**src/rtl/bmag_pkg.sv**
```systemverilog
package bmag_pkg;

   localparam int LEN_W    = 11;
   localparam int BLK_BIT  = 10;
   localparam int SIZE_HI  = 9;
   localparam int WID_HI   = 9;
   localparam int WID_LO   = 6;
   localparam int HGT_HI   = 5;
   localparam int HGT_LO   = 0;
   localparam int ROW_W    = HGT_HI - HGT_LO + 1;

   typedef enum logic [1:0] {
      ST_IDLE = 2'd0,
      ST_REQ  = 2'd1,
      ST_XFER = 2'd2
   } gen_state_t;

endpackage

```
**src/rtl/bmag_cmd_decode.sv**
```systemverilog
module bmag_cmd_decode
   import bmag_pkg::*;
#(
   parameter int ADDR_W = 32,
   parameter int BYTES  = 4,
   parameter int OFF_W  = 2,
   parameter int CNT_W  = 11
) (
   input  logic [ADDR_W-1:0]  addr_i,
   input  logic [LEN_W-1:0]   len_i,
   output logic [ADDR_W-1:0]  base_o,
   output logic [CNT_W-1:0]   row_len_o,
   output logic [ROW_W-1:0]   rows_o,
   output logic [OFF_W-1:0]   off_o,
   output logic [OFF_W-1:0]   end_off_o,
   output logic               is_block_o
);
   localparam int SH = $clog2(BYTES);
   localparam int EW = LEN_W + OFF_W;

   logic [EW-1:0]   size_c;
   logic [EW-1:0]   end_pos_c;
   logic [EW-1:0]   off_ext_c;
   logic [WID_HI-WID_LO:0] wid_c;
   logic [ROW_W-1:0]       hgt_c;

   always_comb begin
      is_block_o = len_i[BLK_BIT];
      wid_c      = len_i[WID_HI:WID_LO];
      hgt_c      = len_i[HGT_HI:HGT_LO];
      off_ext_c  = EW'(addr_i & ADDR_W'(BYTES-1));
      size_c     = (len_i[SIZE_HI:0] == '0) ? EW'(1) : EW'(len_i[SIZE_HI:0]);
      end_pos_c  = off_ext_c + size_c - EW'(1);
      base_o     = addr_i & ~ADDR_W'(BYTES-1);
      off_o      = OFF_W'(off_ext_c);
      end_off_o  = OFF_W'(end_pos_c & EW'(BYTES-1));
      if (is_block_o) begin
         row_len_o = (wid_c == '0) ? CNT_W'(1) : CNT_W'(wid_c);
         rows_o    = (hgt_c == '0) ? ROW_W'(1) : hgt_c;
      end else begin
         row_len_o = CNT_W'(end_pos_c >> SH) + CNT_W'(1);
         rows_o    = ROW_W'(1);
      end
   end

endmodule

```
**src/rtl/bmag_walker.sv**
```systemverilog
module bmag_walker
   import bmag_pkg::*;
#(
   parameter int ADDR_W   = 32,
   parameter int BYTES    = 4,
   parameter int CNT_W    = 11,
   parameter int STRIDE_W = 16
) (
   input  logic                clk,
   input  logic                rst_n,
   input  logic                load_i,
   input  logic                step_i,
   input  logic [ADDR_W-1:0]   base_i,
   input  logic [CNT_W-1:0]    row_len_i,
   input  logic [ROW_W-1:0]    rows_i,
   input  logic [STRIDE_W-1:0] stride_i,
   output logic [ADDR_W-1:0]   addr_o,
   output logic                first_o,
   output logic                last_o
);
   localparam int SH = $clog2(BYTES);

   logic [ADDR_W-1:0]   row_base_q;
   logic [ADDR_W-1:0]   addr_q;
   logic [CNT_W-1:0]    col_q;
   logic [CNT_W-1:0]    row_len_q;
   logic [ROW_W-1:0]    row_q;
   logic [ROW_W-1:0]    rows_q;
   logic [STRIDE_W-1:0] stride_q;
   logic [ADDR_W-1:0]   stride_bytes;
   logic                row_end;
   logic                last_row;

   always_comb begin
      stride_bytes = ADDR_W'(stride_q) << SH;
      row_end      = (col_q == row_len_q - CNT_W'(1));
      last_row     = (row_q == rows_q - ROW_W'(1));
   end

   always_ff @(posedge clk or negedge rst_n) begin
      if (!rst_n) begin
         row_base_q <= '0;
         addr_q     <= '0;
         col_q      <= '0;
         row_q      <= '0;
         row_len_q  <= CNT_W'(1);
         rows_q     <= ROW_W'(1);
         stride_q   <= '0;
      end else if (load_i) begin
         row_base_q <= base_i;
         addr_q     <= base_i;
         col_q      <= '0;
         row_q      <= '0;
         row_len_q  <= row_len_i;
         rows_q     <= rows_i;
         stride_q   <= stride_i;
      end else if (step_i && !(row_end && last_row)) begin
         if (row_end) begin
            col_q      <= '0;
            row_q      <= row_q + ROW_W'(1);
            row_base_q <= row_base_q + stride_bytes;
            addr_q     <= row_base_q + stride_bytes;
         end else begin
            col_q  <= col_q + CNT_W'(1);
            addr_q <= addr_q + ADDR_W'(BYTES);
         end
      end
   end

   assign addr_o  = addr_q;
   assign first_o = (col_q == '0) && (row_q == '0);
   assign last_o  = row_end && last_row;

   assert_col_step_R7: assert property (@(posedge clk) disable iff (!rst_n)
      (step_i && !row_end) |=> (addr_q == $past(addr_q) + ADDR_W'(BYTES)));

   assert_row_jump_R5: assert property (@(posedge clk) disable iff (!rst_n)
      (step_i && row_end && !last_row) |=> (addr_q == $past(row_base_q) + $past(stride_bytes)));

   assert_nonempty_R6: assert property (@(posedge clk) disable iff (!rst_n)
      (row_len_q != '0) && (rows_q != '0));

endmodule

```
**src/rtl/bmag_mask_gen.sv**
```systemverilog
module bmag_mask_gen #(
   parameter int BYTES = 4,
   parameter int OFF_W = 2
) (
   input  logic             clk,
   input  logic             rst_n,
   input  logic             load_i,
   input  logic [OFF_W-1:0] off_i,
   input  logic [OFF_W-1:0] end_off_i,
   input  logic             block_i,
   input  logic             first_i,
   input  logic             last_i,
   input  logic             active_i,
   output logic [BYTES-1:0] mask_o
);
   logic [OFF_W-1:0] off_q;
   logic [OFF_W-1:0] end_q;
   logic             blk_q;

   always_ff @(posedge clk or negedge rst_n) begin
      if (!rst_n) begin
         off_q <= '0;
         end_q <= '1;
         blk_q <= 1'b1;
      end else if (load_i) begin
         off_q <= off_i;
         end_q <= end_off_i;
         blk_q <= block_i;
      end
   end

   for (genvar i = 0; i < BYTES; i++) begin : g_lane
      logic above_start;
      logic below_end;
      always_comb begin
         above_start = !first_i || (OFF_W'(i) >= off_q);
         below_end   = !last_i  || (OFF_W'(i) <= end_q);
         mask_o[i]   = blk_q || (above_start && below_end);
      end
   end

   assert_mask_live_R8: assert property (@(posedge clk) disable iff (!rst_n)
      active_i |-> (mask_o != '0));

endmodule

```
**src/rtl/blk_xfer_agen.sv**
```systemverilog
module blk_xfer_agen
   import bmag_pkg::*;
#(
   parameter int ADDR_W   = 32,
   parameter int DATA_W   = 32,
   parameter int STRIDE_W = 16
) (
   input  logic                 clk,
   input  logic                 rst_n,
   input  logic                 cmd_valid,
   output logic                 cmd_ready,
   input  logic                 cmd_write,
   input  logic [ADDR_W-1:0]    cmd_addr,
   input  logic [LEN_W-1:0]     cmd_len,
   input  logic [STRIDE_W-1:0]  cmd_stride,
   output logic                 bus_req,
   input  logic                 bus_gnt,
   output logic                 bus_write,
   output logic [ADDR_W-1:0]    bus_addr,
   output logic [DATA_W/8-1:0]  bus_mask,
   input  logic                 bus_rsp,
   output logic                 xfer_done
);
   localparam int BYTES = DATA_W / 8;
   localparam int OFF_W = (BYTES > 1) ? $clog2(BYTES) : 1;
   localparam int CNT_W = LEN_W;

   if (DATA_W % 8 != 0 || DATA_W < 8) begin : g_bad_data_w
      $error("DATA_W must be a nonzero multiple of 8");
   end
   if ((BYTES & (BYTES - 1)) != 0) begin : g_bad_bytes
      $error("DATA_W/8 must be a power of two");
   end
   if (STRIDE_W > ADDR_W || ADDR_W <= OFF_W) begin : g_bad_addr_w
      $error("ADDR_W must exceed the byte offset and cover the stride");
   end

   gen_state_t state_q, state_d;
   logic       write_q;
   logic       done_q;
   logic       accept;
   logic       step;
   logic       last_beat;
   logic       first_beat;

   logic [ADDR_W-1:0] dec_base;
   logic [CNT_W-1:0]  dec_row_len;
   logic [ROW_W-1:0]  dec_rows;
   logic [OFF_W-1:0]  dec_off;
   logic [OFF_W-1:0]  dec_end_off;
   logic              dec_block;

   always_comb begin
      accept  = cmd_valid && (state_q == ST_IDLE);
      step    = (state_q == ST_XFER) && bus_rsp;
      state_d = state_q;
      unique case (state_q)
         ST_IDLE: if (accept)               state_d = ST_REQ;
         ST_REQ:  if (bus_gnt)              state_d = ST_XFER;
         ST_XFER: if (bus_rsp && last_beat) state_d = ST_IDLE;
         default:                           state_d = ST_IDLE;
      endcase
   end

   always_ff @(posedge clk or negedge rst_n) begin
      if (!rst_n) begin
         state_q <= ST_IDLE;
         write_q <= 1'b0;
         done_q  <= 1'b0;
      end else begin
         state_q <= state_d;
         done_q  <= step && last_beat;
         if (accept) write_q <= cmd_write;
      end
   end

   bmag_cmd_decode #(
      .ADDR_W (ADDR_W),
      .BYTES  (BYTES),
      .OFF_W  (OFF_W),
      .CNT_W  (CNT_W)
   ) u_decode (
      .addr_i     (cmd_addr),
      .len_i      (cmd_len),
      .base_o     (dec_base),
      .row_len_o  (dec_row_len),
      .rows_o     (dec_rows),
      .off_o      (dec_off),
      .end_off_o  (dec_end_off),
      .is_block_o (dec_block)
   );

   bmag_walker #(
      .ADDR_W   (ADDR_W),
      .BYTES    (BYTES),
      .CNT_W    (CNT_W),
      .STRIDE_W (STRIDE_W)
   ) u_walker (
      .clk       (clk),
      .rst_n     (rst_n),
      .load_i    (accept),
      .step_i    (step),
      .base_i    (dec_base),
      .row_len_i (dec_row_len),
      .rows_i    (dec_rows),
      .stride_i  (cmd_stride),
      .addr_o    (bus_addr),
      .first_o   (first_beat),
      .last_o    (last_beat)
   );

   bmag_mask_gen #(
      .BYTES (BYTES),
      .OFF_W (OFF_W)
   ) u_mask (
      .clk       (clk),
      .rst_n     (rst_n),
      .load_i    (accept),
      .off_i     (dec_off),
      .end_off_i (dec_end_off),
      .block_i   (dec_block),
      .first_i   (first_beat),
      .last_i    (last_beat),
      .active_i  (bus_req),
      .mask_o    (bus_mask)
   );

   assign cmd_ready = (state_q == ST_IDLE);
   assign bus_req   = (state_q != ST_IDLE);
   assign bus_write = write_q;
   assign xfer_done = done_q;

   assert_req_after_accept_R2: assert property (@(posedge clk) disable iff (!rst_n)
      (cmd_valid && cmd_ready) |=> bus_req);

   assert_hold_no_rsp_R4: assert property (@(posedge clk) disable iff (!rst_n)
      (bus_req && !bus_rsp) |=> ($stable(bus_addr) && $stable(bus_mask)));

   assert_done_pulse_R9: assert property (@(posedge clk) disable iff (!rst_n)
      xfer_done |=> !xfer_done);

   assert_done_idle_R9: assert property (@(posedge clk) disable iff (!rst_n)
      xfer_done |-> (!bus_req && cmd_ready));

   assert_dir_stable_R10: assert property (@(posedge clk) disable iff (!rst_n)
      (bus_req && $past(bus_req)) |-> $stable(bus_write));

endmodule

```
**config.mk**
```make
export PLATFORM = sky130hd
export DESIGN_NAME = blk_xfer_agen
export DESIGN_NICKNAME = d
export VERILOG_FILES = /design/src/rtl/bmag_pkg.sv /design/src/rtl/bmag_cmd_decode.sv /design/src/rtl/bmag_walker.sv /design/src/rtl/bmag_mask_gen.sv /design/src/rtl/blk_xfer_agen.sv
export SDC_FILE = /design/constraint.sdc
export NUM_CORES = 1
export LEC_CHECK = 0
export BUFFER_PORTS_ARGS = -buffer_cell sky130_fd_sc_hd__buf_4
export CAP_MARGIN = 40
export CORE_MARGIN = 2
export CORE_UTILIZATION = 45
export CTS_CLUSTER_SIZE = 12
export DETAILED_ROUTE_END_ITERATION = 10
export HOLD_SLACK_MARGIN = 0.12
export PLACE_DENSITY_LB_ADDON = 0.25
export SETUP_SLACK_MARGIN = 0.1
export SYNTH_ARGS = -nofsm -noshare
export SYNTH_HDL_FRONTEND = slang
export SYNTH_SLANG_ARGS = --single-unit
```
**constraint.sdc**
```tcl
create_clock -name clk -period 7.3 [get_ports clk]
set_clock_uncertainty 0.2 [all_clocks]
set_input_delay 1.095 -clock clk [delete_from_list [all_inputs] [get_ports clk]]
set_output_delay 1.095 -clock clk [all_outputs]
set_load 0.01 [all_outputs]
```
* After elaboration in Yosys (flattened, before gate mapping)
Index checks and enable logic that the tools add are counted.
Cells by class: multiplexer cells 21, equality and inequality tests 7, reductions and logical operators 36, add/sub/neg operators 9, $lt $le $gt $ge 8
Operators with widths (count):
- $mux W32 | 6
- $mux W11 | 4
- $add A32 B18 Y32 | 1
- $add A32 B3 Y32 const B | 1
- $mux W6 | 5
- $add A11 B1 Y11 const B | 2
- $add A2 B13 Y13 | 1
- $sub A13 B1 Y13 const B | 1
- $logic_not A6 Y1 | 2
- $logic_or A1 B1 Y1 | 12
- $eq A11 B11 Y1 | 1
- $logic_and A1 B1 Y1 | 11
- $logic_not A11 Y1 | 1
- $sub A11 B1 Y11 const B | 1
- $logic_not A10 Y1 | 1
- $mux W10 | 1
- $add A6 B1 Y6 const B | 1
- $eq A6 B6 Y1 | 1
- $mux W2 | 3
- $pmux W2 S3 | 1
- $reduce_bool A2 Y1 | 3
- $sub A6 B1 Y6 const B | 1
- $ge A1 B2 Y1 const A | 2
- $ge A2 B2 Y1 const A | 2
- 12 further kinds | 16
Storage, ports and cells: output and inout bits 40, input port bits 65, flip-flop bits (word level) 123

* Logic depth before layout (Yosys ltp)
word-level depth 7, depth in mapped cells 18, gate-level depth less buffers 17

* Hierarchy
A second synthesis with hierarchy kept.
Second synthesis, totals: cell total of the unflattened synthesis 1034, area total of the unflattened synthesis 9127.5 um^2
By module, submodules not included:
- bmag_walker | seq. area each 2855.2 um^2, area each 7444.6 um^2, cells each 827, times used 1
- bmag_cmd_decode | seq. area each 0.0 um^2, area each 1262.5 um^2, cells each 173, times used 1
- bmag_mask_gen | seq. area each 128.9 um^2, area each 234.0 um^2, cells each 19, times used 1
- blk_xfer_agen | seq. area each 100.1 um^2, area each 186.4 um^2, cells each 15, times used 1

* Worst setup path before layout
Ideal clock, no wire load.
path kind input-to-reg, start point input port cmd_len[4], end point register u_walker.row_len_q[10], data required time 6.979 ns, cell stages on the path 18, arrival time 4.252 ns, slack 2.727 ns, path through inv_1 ha_1 nand3_1 or2_2 clkbuf_1 nor2b_1 ha_1 inv_1 ha_1 fa_1 nor2b_1 o2111ai_1 nand3b_1 xnor2_1 o2111a_1 nor4bb_1 mux2i_1 a22o_1
On the way: word-level cells in the longest chain between the ends 6
Ends and longest elaborated chain:
- from (decl) | RTL line blk_xfer_agen.sv:14 | input logic [LEN_W-1:0] cmd_len,
- $logic_not A10 Y1 | RTL line bmag_cmd_decode.sv:32 | size_c = (len_i[SIZE_HI:0] == '0) ? EW'(1) : EW'(len_i[SIZE_HI:0]);
- $mux W10 * | RTL line bmag_cmd_decode.sv:32
- $add A2 B13 Y13 * | RTL line bmag_cmd_decode.sv:33 | end_pos_c = off_ext_c + size_c - EW'(1);
- $sub A13 B1 Y13 * | RTL line bmag_cmd_decode.sv:33
- $add A11 B1 Y11 * | RTL line bmag_cmd_decode.sv:41 | row_len_o = CNT_W'(end_pos_c >> SH) + CNT_W'(1);
- $mux W11 * | RTL line bmag_cmd_decode.sv:37 | if (is_block_o) begin
- to (signal assigned) | RTL line bmag_walker.sv:54 | row_len_q <= row_len_i;
- to (decl) | RTL line bmag_walker.sv:26 | logic [CNT_W-1:0] row_len_q;
Every way passes the cells marked *; elsewhere a longest branch is shown, timed or not. A chain may end at the register's enable or synchronous reset.

* Final worst setup path
start point register u_walker.row_len_q[0], end point output port bus_mask[2]
On the way: word-level cells in the longest chain between the ends 7
Ends and longest elaborated chain:
- $sub A11 B1 Y11 | RTL line bmag_walker.sv:36 | row_end = (col_q == row_len_q - CNT_W'(1));
- $eq A11 B11 Y1 | RTL line bmag_walker.sv:36
- $logic_and A1 B1 Y1 | RTL line bmag_walker.sv:72 | assign last_o = row_end && last_row;
- $logic_not A1 Y1 | RTL line bmag_mask_gen.sv:37 | below_end = !last_i || (OFF_W'(i) <= end_q);
- $logic_or A1 B1 Y1 | RTL line bmag_mask_gen.sv:37
- $logic_and A1 B1 Y1 | RTL line bmag_mask_gen.sv:38 | mask_o[i] = blk_q || (above_start && below_end);
- $logic_or A1 B1 Y1 | RTL line bmag_mask_gen.sv:38
- to (decl) | RTL line blk_xfer_agen.sv:20 | output logic [DATA_W/8-1:0] bus_mask,
Every way passes these cells.

==> impl_metrics.tcl <==
set metrics [dict create \
    status "completed" \
    final_cell_mix "146 x nand2_1, 117 x buf_4, 115 x dfrtp_1" \
    clk_latency_ns 0.43 \
    io_buffers 104 \
    grt_pass1_wl_mm 40.7 \
    endpoint_kind "primary output" \
    slowest_stage "nor4bb_1" \
    hold_class "reg2reg" \
    fillers 1704 \
    ios 105 \
    met3WireLength_mm 1.65 \
    maxUsedRoutingLayer "met4" \
    synth_area_sq_mm 0.00838 \
    cts_tree "yes" \
    worstPathArrival_ns 3.64 \
    viasPerCell 6.00 \
    drt_wl_total_mm 24.9 \
    wl_per_cell_um 18.5 \
    drt-initial-drc-count 654 \
    max_cap_viol_count 0 \
    vias 8073 \
    cts_buffer_depth 2 \
    relSlewSlack 0.356 \
    reg2reg_depth 10 \
    slew_viol_final 0 \
    coreArea_sq_mm 0.0181 \
    synth_area_per_cell_sq_um 8.30 \
    setup_viol 0 \
    postLayoutCoreUtil 0.556 \
    finalSetupTns_ns 0 \
    reg2reg_to "u_walker.col_q[7]$_DFFE_PN0P_" \
    powerDensity_mw_per_mm2 427 \
    synthArstFlopShare 1.00 \
    synth_cells 1010 \
    critPathBufInv 2 \
    worstPathCellList "inv_1 > ha_1 > nor2b_1 > or3_1 > a31oi_1 > nor4bb_1 > nand4_1 > o21ai_0 > nand2b_1 > buf_4" \
    syn_to_final_growth_pct 20.3 \
    finalCritPeriodShare 0.675 \
    cp_slowest_stage_delay_ns 0.66 \
    cp.required_ns 6.00 \
    core.rowCount 49 \
    antenna_found_initial 0 \
    drc_errors 0 \
    dieArea_sq_mm 0.0197 \
    layout-drive-gt1-share 0.155 \
    synth_warnings 0 \
    hold_path_depth 2 \
    worstHoldStart "u_mask.end_q[1]$_DFFE_PN1P_" \
    grt_max_degree 57 \
    ys_ff_latch 120 \
    ctsResizeCount 0 \
    cts.sinks 120 \
    grt_use_total 0.258 \
    drt-met1-wl_mm 11.5 \
    htree_levels 4 \
    start_kind "register" \
    synth_nets 1117 \
    path_class "reg2out" \
    ant_nets 0 \
    holdBufCountCts 0 \
    dp_hpwl_mm 17.8 \
    grt_pass1_vias 7792 \
    gp_congestion 0.928 \
    postCtsSetupBuffers 0 \
    final_common_cell "nand2_1" \
    vdd_drop_max_uv 207 \
    numCtsBuffers 17 \
    die_w_um 140 \
    timing.rr.start "u_walker.row_len_q[0]$_DFFE_PN1P_" \
    crit_family "simple AND/OR/NAND/NOR gates" \
    grt_overflow 0 \
    p_leak_nw 4.50 \
    cts_root_buffer "clkbuf_16" \
    netlist-cell-type-count 75 \
    synth_ff_type "dfrtp_1" \
    met2_wirelength_mm 11.4 \
    crit_fanout 6 \
    dr.pass1.iters 5 \
    hold_violations 0 \
    synth_enable_flop_cells 0 \
    nets 1211 \
    rsz0062_at_grt "no" \
    antennaDiodeCount 0 \
    die_h_um 140 \
    whs_endpoint "u_mask.end_q[1]$_DFFE_PN1P_" \
    final.min_clock_period_ns 4.93 \
    start_util 0.462 \
    max_slew.worst_pin.slew_ns 0.963 \
    ys_seq_area_frac 0.359 \
    fmax_mhz 203 \
    reg2reg_slack_ns 3.05 \
    clkTransAtPathRegs_ns 0.05 \
]
==> cell families after synthesis <==
| family | share of synthesized area |
|---|---|
| and+or+nand+nor | 0.243 |
| AOI/OAI and AO/OA | 0.208 |
| DFF | 0.359 |
| buffers and inverters | 0.0419 |
| xor gates and xnor gates | 0.0773 |
| adders and majority gates | 0.0645 |
| muxes | 0.00627 |
==> Yosys cell counts (6+ instances only) <==
master / number / area [sq um]
ha_1: 40 / 500
a21o_1: 8 / 60.1
o22ai_1: 14 / 87.6
clkbuf_1: 29 / 109
nor2b_1: 10 / 62.6
nor3_1: 40 / 200
o31ai_1: 10 / 75.1
and4_1: 8 / 70.1
a211oi_1: 15 / 113
a311oi_1: 6 / 52.6
nand2_1: 147 / 552
nand3_1: 33 / 165
or3_1: 8 / 50.1
xor2_1: 28 / 245
buf_2: 9 / 45.0
a21oi_1: 51 / 255
xnor2_1: 46 / 403
o211ai_1: 9 / 67.6
dfrtp_1: 115 / 2880
a31oi_1: 23 / 144
o21a_1: 7 / 52.6
a221o_1: 6 / 60.1
nand4_1: 19 / 119
inv_1: 38 / 143
and2_1: 9 / 56.3
o21ai_0: 63 / 315
nor2_1: 83 / 312
and3_1: 24 / 150
nand2b_1: 7 / 43.8
==> worst reg2reg max path: stages, from the launching register on <==
cell      delay [ns]
dfstp_2         0.57
inv_1           0.06
ha_1            0.25
nor2b_1         0.14
or3_1           0.36
a31oi_1         0.23
nor4bb_1        0.66
nand4_1         0.43
a21oi_4         0.90
o21ai_0         0.24
o31ai_1         0.11
==> worst max-delay path by stage <==
stage	start	endpoint	slack, ns	depth (start not counted)
2_1_floorplan	cmd_len[4]	u_walker.row_len_q[10]$_DFFE_PN0P_	2.73	18
3_3_place_gp	cmd_len[8]	u_walker.row_len_q[10]$_DFFE_PN0P_	2.54	18
3_5_place_dp	cmd_len[4]	u_walker.row_len_q[10]$_DFFE_PN0P_	2.45	18
4_1_cts	u_walker.row_len_q[0]$_DFFE_PN1P_	bus_mask[2]	2.40	10
5_1_grt	u_walker.row_len_q[0]$_DFFE_PN1P_	bus_mask[2]	2.07	10
6_report	u_walker.row_len_q[0]$_DFFE_PN1P_	bus_mask[2]	2.37	10
==> per-stage QoR <==
stage	setup slack (ns)	cell area [sq um]	instances	total power [mW]	hold slack (ns)
final	2.37	10100	1345	4.30	0.279
after global routing	2.07	10100	1345	4.61	0.308
after CTS	2.40	10100	1345	4.29	0.281
after detailed placement	2.45	9460	1314	3.37	0.272
after global placement	2.54	9340	1307	3.30	0.267
after floorplan	2.73	8380	1010	2.69	0.252
==> state kept, by name (all words and copies together) (netlist names) <==
register	count
u_walker.rows_q	6
bus_write	1
u_walker.addr_o	31
xfer_done	1
u_walker.row_len_q	11
state_q	2
u_walker.stride_q	16
u_mask.end_q	2
u_walker.col_q	11
u_walker.row_base_q	30
u_walker.row_q	6
u_mask.blk_q	1
u_mask.off_q	2
==> metal layers <==
layer | vias to the layer above | track usage
met2 | 288 | 0.413
met3 | 34 | 0.0544
met5 | - | 0
met4 | 0 | 0.0742
li1 | 3841 | -
met1 | 3910 | 0.354
==> where the power goes <==
group          internal, mW  leakage, nW  total (mW)  switching, mW
clock network         0.595        0.307       0.902          0.307
logic                 0.911         2.72        2.15           1.24
registers             0.944         1.47        1.25          0.305
total                  2.45         4.50        4.30           1.85
==> cell type report <==
| cell class | instances | area, sq um | area share |
|---|---|---|---|
| clock buffers | 23 | 478 | 0.0474 |
| clock inverters | 8 | 144 | 0.0143 |
| inverters | 38 | 143 | 0.0141 |
| flip-flops and latches | 120 | 3010 | 0.298 |
| multi-input cells | 805 | 5040 | 0.500 |
| repair buffers | 122 | 980 | 0.0972 |
| well taps | 229 | 287 | 0.0284 |
(Power assumes the default switching activity.)
